## config.mk

```make
export PLATFORM = sky130hd
export DESIGN_NAME = trig_qual_eval
export DESIGN_NICKNAME = d
export VERILOG_FILES = /design/src/rtl/tqc_pkg.sv /design/src/rtl/tqc_slot.sv /design/src/rtl/tqc_combine.sv /design/src/rtl/trig_qual_eval.sv
export SDC_FILE = /design/constraint.sdc
export NUM_CORES = 1
export LEC_CHECK = 0
export BUFFER_PORTS_ARGS = -buffer_cell sky130_fd_sc_hd__buf_2
export CORE_AREA = 8 8 169 171
export DETAILED_ROUTE_END_ITERATION = 10
export DIE_AREA = 0 0 177 179
export GPL_TIMING_DRIVEN = 1
export PLACE_DENSITY = 0.72
export SYNTH_ARGS = -nofsm -noshare
export SYNTH_HDL_FRONTEND = slang
export SYNTH_SLANG_ARGS = --single-unit
export TNS_END_PERCENT = 30
```

## constraint.sdc

```tcl
create_clock -name clk -period 2.2 [get_ports clk]
set_clock_uncertainty 0.2 [all_clocks]
set_input_delay 0.22 -clock clk [delete_from_list [all_inputs] [get_ports clk]]
set_output_delay 0.22 -clock clk [all_outputs]
set_load 0.02 [all_outputs]
```

## src/rtl/tqc_pkg.sv

```systemverilog
package tqc_pkg;

  localparam int unsigned CMP_MAX_W = 64;
  typedef logic [CMP_MAX_W-1:0] cmp_word_t;

  typedef enum logic [2:0] {
    OP_EQ   = 3'd0,
    OP_NE   = 3'd1,
    OP_LT   = 3'd2,
    OP_GT   = 3'd3,
    OP_IN   = 3'd4,
    OP_OUT  = 3'd5,
    OP_RSV6 = 3'd6,
    OP_RSV7 = 3'd7
  } cmp_op_e;

  typedef enum logic [1:0] {
    MIX_AND  = 2'd0,
    MIX_OR   = 2'd1,
    MIX_ANY  = 2'd2,
    MIX_BOTH = 2'd3
  } mix_e;

  // Unsigned test of a field against its operands.
  function automatic logic cmp_eval(cmp_op_e op, cmp_word_t f, cmp_word_t lo, cmp_word_t hi);
    logic in_win;
    logic res;
    in_win = (f >= lo) && (f <= hi);
    case (op)
      OP_EQ:   res = (f == lo);
      OP_NE:   res = (f != lo);
      OP_LT:   res = (f < lo);
      OP_GT:   res = (f > lo);
      OP_IN:   res = in_win;
      OP_OUT:  res = !in_win;
      default: res = 1'b0;
    endcase
    return res;
  endfunction

  // Join an AND term and an OR term according to the mix mode.
  function automatic logic mix_eval(mix_e m, logic and_t, logic or_t);
    logic res;
    case (m)
      MIX_AND:  res = and_t;
      MIX_OR:   res = or_t;
      MIX_ANY:  res = and_t | or_t;
      default:  res = and_t & or_t;
    endcase
    return res;
  endfunction

endpackage

```

## src/rtl/tqc_slot.sv

```systemverilog
module tqc_slot
  import tqc_pkg::*;
#(
  parameter int unsigned W = 32
) (
  input  logic [W-1:0] field_i,
  input  logic [2:0]   op_i,
  input  logic [W-1:0] lo_i,
  input  logic [W-1:0] hi_i,
  output logic         hit_o
);

  cmp_op_e   op_w;
  cmp_word_t field_ext;
  cmp_word_t lo_ext;
  cmp_word_t hi_ext;

  always_comb begin
    op_w      = cmp_op_e'(op_i);
    field_ext = CMP_MAX_W'(field_i);
    lo_ext    = CMP_MAX_W'(lo_i);
    hi_ext    = CMP_MAX_W'(hi_i);
    hit_o     = cmp_eval(op_w, field_ext, lo_ext, hi_ext);
  end

endmodule

```

## src/rtl/tqc_combine.sv

```systemverilog
module tqc_combine
  import tqc_pkg::*;
#(
  parameter int unsigned N = 4
) (
  input  logic [N-1:0] hit_i,
  input  logic [N-1:0] en_i,
  input  logic [N-1:0] and_sel_i,
  input  logic [N-1:0] or_sel_i,
  input  logic [1:0]   mode_i,
  output logic         and_term_o,
  output logic         or_term_o,
  output logic         cond_o
);

  logic [N-1:0] and_in;
  logic [N-1:0] or_in;

  // Inactive slots are neutral: true for AND, false for OR.
  always_comb begin
    and_in     = ~(and_sel_i & en_i) | hit_i;
    or_in      = or_sel_i & en_i & hit_i;
    and_term_o = &and_in;
    or_term_o  = |or_in;
    cond_o     = mix_eval(mix_e'(mode_i), and_term_o, or_term_o);
  end

endmodule

```

## src/rtl/trig_qual_eval.sv

```systemverilog
module trig_qual_eval #(
  parameter int unsigned NUM_SLOTS = 4,
  parameter int unsigned FIELD_W   = 32,
  parameter logic [FIELD_W-1:0] SRC_MASK = '1
) (
  input  logic                          clk,
  input  logic                          rst_n,
  input  logic [FIELD_W-1:0]            probe_i,
  input  logic [NUM_SLOTS-1:0]          slot_en_i,
  input  logic [3*NUM_SLOTS-1:0]        slot_op_i,
  input  logic [FIELD_W*NUM_SLOTS-1:0]  slot_mask_i,
  input  logic [FIELD_W*NUM_SLOTS-1:0]  slot_lo_i,
  input  logic [FIELD_W*NUM_SLOTS-1:0]  slot_hi_i,
  input  logic [NUM_SLOTS-1:0]          trig_and_sel_i,
  input  logic [NUM_SLOTS-1:0]          trig_or_sel_i,
  input  logic [1:0]                    trig_mode_i,
  input  logic [NUM_SLOTS-1:0]          qual_and_sel_i,
  input  logic [NUM_SLOTS-1:0]          qual_or_sel_i,
  input  logic [1:0]                    qual_mode_i,
  output logic                          trig_o,
  output logic                          qual_o
);

  localparam int unsigned OP_W = 3;

  // Only probe bits marked as sources at build time reach the slots.
  logic [FIELD_W-1:0]   src_probe_w;
  logic [NUM_SLOTS-1:0] slot_hit_w;
  logic                 trig_and_w, trig_or_w, cond_trig_w;
  logic                 qual_and_w, qual_or_w, cond_qual_w;
  logic                 cond_trig_q;

  assign src_probe_w = probe_i & SRC_MASK;

  for (genvar i = 0; i < NUM_SLOTS; i++) begin : g_slot
    logic [FIELD_W-1:0] field_w;
    assign field_w = src_probe_w & slot_mask_i[i*FIELD_W +: FIELD_W];
    tqc_slot #(.W(FIELD_W)) u_slot (
      .field_i (field_w),
      .op_i    (slot_op_i[i*OP_W +: OP_W]),
      .lo_i    (slot_lo_i[i*FIELD_W +: FIELD_W]),
      .hi_i    (slot_hi_i[i*FIELD_W +: FIELD_W]),
      .hit_o   (slot_hit_w[i])
    );
  end

  tqc_combine #(.N(NUM_SLOTS)) u_trig_eq (
    .hit_i      (slot_hit_w),
    .en_i       (slot_en_i),
    .and_sel_i  (trig_and_sel_i),
    .or_sel_i   (trig_or_sel_i),
    .mode_i     (trig_mode_i),
    .and_term_o (trig_and_w),
    .or_term_o  (trig_or_w),
    .cond_o     (cond_trig_w)
  );

  tqc_combine #(.N(NUM_SLOTS)) u_qual_eq (
    .hit_i      (slot_hit_w),
    .en_i       (slot_en_i),
    .and_sel_i  (qual_and_sel_i),
    .or_sel_i   (qual_or_sel_i),
    .mode_i     (qual_mode_i),
    .and_term_o (qual_and_w),
    .or_term_o  (qual_or_w),
    .cond_o     (cond_qual_w)
  );

  // One register stage: qualification level and rising-edge trigger.
  always_ff @(posedge clk or negedge rst_n) begin
    if (!rst_n) begin
      cond_trig_q <= 1'b0;
      trig_o      <= 1'b0;
      qual_o      <= 1'b0;
    end else begin
      cond_trig_q <= cond_trig_w;
      trig_o      <= cond_trig_w & ~cond_trig_q;
      qual_o      <= cond_qual_w;
    end
  end

endmodule

```

==> impl_metrics.env <==
export IMPL_met1_length_mm=16.2
export IMPL_rsz0062_at_grt="true"
export IMPL_fin_crit_sh_pct=150
export IMPL_core_sq_um=25800
export IMPL_initial_core_util_pct=30.8
export IMPL_cp_required_ns=2.10
export IMPL_rows=59
export IMPL_fmax_mhz=303
export IMPL_p_int_mw=1.35
export IMPL_met3_length_mm=2.86
export IMPL_avgSynthCellArea_sq_um=6.93
export IMPL_hpwl_mm=37.6
export IMPL_syn_inst=1146
export IMPL_seq_area_frac_synth_pct=0.946
export IMPL_ys_seq_elements=3
export IMPL_cts_made_buffers=3
export IMPL_dr_wl_met2_mm=20.0
export IMPL_htree_levels=1
export IMPL_nets=2432
export IMPL_maxSlewViolCount=0
export IMPL_cp_end_kind="flip-flop"
export IMPL_synth_distinct_cells=67
export IMPL_worstPathCellList="buf_2, buf_4, and2_1, ha_1, nand4_1, or4_4, o31a_1, o31ai_1, a21boi_2, o221ai_4, and2_4, a32oi_2, a31oi_1, or2_1"
export IMPL_drive_gt1_share_pct=37.7
export IMPL_critPathMaxFanout=3
export IMPL_crit_buf_inv=2
export IMPL_drc=0
export IMPL_fill_cells=2649
export IMPL_final_cell_count_no_fill=2071
export IMPL_vias_per_cell=5.00
export IMPL_antenna_found_initial=7
export IMPL_track_usage_pct=23.8
export IMPL_dieArea_sq_um=31700
export IMPL_worstMarginPinSlew_ns=0.406
export IMPL_dpl_instance_area_sq_um=11800
export IMPL_grt_max_degree=11
export IMPL_grt_ovfl_total=0
export IMPL_hold_class="primary input to async pin"
export IMPL_power_mw=2.46
export IMPL_dpl_cell_count=2058
export IMPL_fin_ws_ns=-1.10
export IMPL_clockPowerShare_pct=12.1
export IMPL_violations="negative setup slack"
export IMPL_drtAntennaViolNets=0
export IMPL_p_sw_mw=1.12
export IMPL_syn_cell_area_sq_um=7940
export IMPL_gp_congestion=0.963
export IMPL_synthesis_nets=1848
export IMPL_io_buffers=455
export IMPL_p_seq_share_pct=2.9
export IMPL_status="finished, violations left"
export IMPL_critical_path_class="primary input to flip-flop"
export IMPL_grt_pass1_wl_mm=58.6
export IMPL_maxCapViolCount=0
export IMPL_async_reset_ff_share_pct=100
export IMPL_finalInstanceArea_sq_um=12100
export IMPL_critPathSlowestCell="or4_4"
export IMPL_drt_iter0_drc=553
export IMPL_period_needed_ns=3.30
export IMPL_start_kind="primary input"
export IMPL_setup_viol=3
export IMPL_syn_to_final_growth_pct=52.1
export IMPL_yosysWarnings=0
export IMPL_clk_pin_slew_ns=0.03
export IMPL_cp_top_family="simple AND/OR/NAND/NOR gates"
export IMPL_tritoncts="built"
export IMPL_num_vias=10358
export IMPL_combPwrFrac_pct=85.0
export IMPL_drt_pass1_iter_count=6
export IMPL_dieWidth_microns=177
export IMPL_wirelength_mm=40.1
export IMPL_swShare_pct=45.3
export IMPL_fp_dieH_microns=179
export IMPL_insertion_delay_ns=0.23
export IMPL_max_slew_margin_pct=72.6
export IMPL_ios=456
export IMPL_crit_arrival_ns=3.20
export IMPL_leakage_nw=7.40
export IMPL_clk_path_buf_depth=2
export IMPL_critPathMaxStageDelay_ns=0.57
export IMPL_grt_pass1_vias=10915
export IMPL_hold_viol=0
export IMPL_irDropWorstVdd_v=0.000640
export IMPL_wl_per_cell_microns=19.4
export IMPL_topRoutingLayerUsed="met5"
export IMPL_power_density_nw_per_um2=204
export IMPL_synth_edf_count=0
export IMPL_cts_sinks=3
export IMPL_root_buffer="clkbuf_16"
export IMPL_synth_ff_type="dfrtp_1"
[final timing paths]
check	startpoint	endpoint	slack, ns	cells after the start
hold reg to reg	cond_trig_q	trig_o	0.21	1
setup / recovery	probe_i[17]	qual_o	-1.10	14
max in group asynchronous	rst_n	cond_trig_q	1.55	2
hold / removal	rst_n	qual_o	0.13	2
setup reg to reg	cond_trig_q	trig_o	1.43	1
min in group clk	trig_mode_i[0]	trig_o	0.18	3
[stage by stage]
stage	utilization (%)	TNS, ns	hold WS (ns)	setup WS, ns
after floorplan	-	-2.19	-0.276	-0.735
after global placement	45.7	-4.53	-0.179	-1.59
after detailed placement	45.7	-4.61	-0.177	-1.61
after CTS	46.3	-3.29	0.131	-1.12
after global routing	46.8	-3.69	0.139	-1.24
final	46.9	-3.24	0.133	-1.10
[layout by cell type (no fill, tap or decap), types with 5 or more instances in the layout]
cell      Yosys  layout
a211oi_1     10       6
a211oi_2      1       5
a21o_1       15      15
a21oi_1      85      83
a221oi_1     13      10
and2_1      120     110
and2_4        1      11
and3_1        6       5
and4_1       14      14
buf_2         0     454
buf_4         0     123
diode_2       0       7
ha_1        248     239
ha_4          0       9
inv_1       262     262
nand2_1      87      84
nand2b_1     12      12
nand3_1      24      24
nand4_1      44      44
nor2_1       30      26
nor2b_1       7       7
nor3_1       15      12
o211ai_1     13      13
o21a_1        9       9
o21ai_0      39      32
o21ai_1       1       7
[power groups by stage]
stage	sequential (mW)	combinational (mW)	clock [mW]
floorplan	0.0797	0.999	0
global placement	0.0728	1.99	0
detailed placement	0.0730	2.02	0
CTS	0.0724	2.05	0.295
global route	0.0725	2.34	0.304
finish	0.0717	2.09	0.297
[state kept, by name, indices dropped and copies added (netlist names)]
| register | flops |
|---|---|
| trig_o | 1 |
| cond_trig_q | 1 |
| qual_o | 1 |
[area by class of cell]
type / instances / area (sq um) / share of cell area, %
multi-input cells: 880 / 7250 / 60.1
repair buffers: 580 / 3250 / 26.9
inverters: 262 / 983 / 8.15
well taps: 335 / 419 / 3.47
clock buffers: 4 / 78.8 / 0.653
flip-flops and latches: 3 / 75.1 / 0.622
diodes: 7 / 17.5 / 0.145
[cell usage after synthesis, types with 6 or more instances]
| master | count | area, sq um |
|---|---|---|
| o21ai_0 | 39 | 195 |
| nand4_1 | 44 | 275 |
| a21o_1 | 15 | 113 |
| o21a_1 | 9 | 67.6 |
| and2_1 | 120 | 751 |
| a211oi_1 | 10 | 75.1 |
| nand2b_1 | 12 | 75.1 |
| inv_1 | 262 | 983 |
| a21oi_1 | 85 | 425 |
| o211ai_1 | 13 | 97.6 |
| nor2b_1 | 7 | 43.8 |
| nor2_1 | 30 | 113 |
| and3_1 | 6 | 37.5 |
| nand2_1 | 87 | 327 |
| and4_1 | 14 | 123 |
| nor3_1 | 15 | 75.1 |
| nor4_1 | 8 | 50.1 |
| a221oi_1 | 13 | 114 |
| ha_1 | 248 | 3100 |
| nand3_1 | 24 | 120 |
[what timing repair did]
item                                    in CTS  in global routing
hold buffers                                 1                  0
hold endpoints to repair                     3                  0
gates resized for setup                     11                 24
pin swaps                                    3                 11
setup buffers                                0                  1
endpoints found under the setup margin       3                  3
[per-layer routing]
metal	GRT usage, %	up-vias
met5	0	-
met4	6.90	2
met3	4.09	67
met2	43.3	404
met1	28.1	4704
li1	-	5181
[cells by family after synthesis]
kind of cell / count (synthesis) / synth area share (%)
adder cells (fa/ha/maj): 248 / 39.1
AO/OA/AOI/OAI: 235 / 19.2
AND/OR/NAND/NOR: 390 / 27.4
flip-flops: 3 / 0.946
XOR/XNOR: 3 / 0.331
multiplexers: 4 / 0.536
buffers and inverters: 263 / 12.5
(Power assumes the default switching activity.)
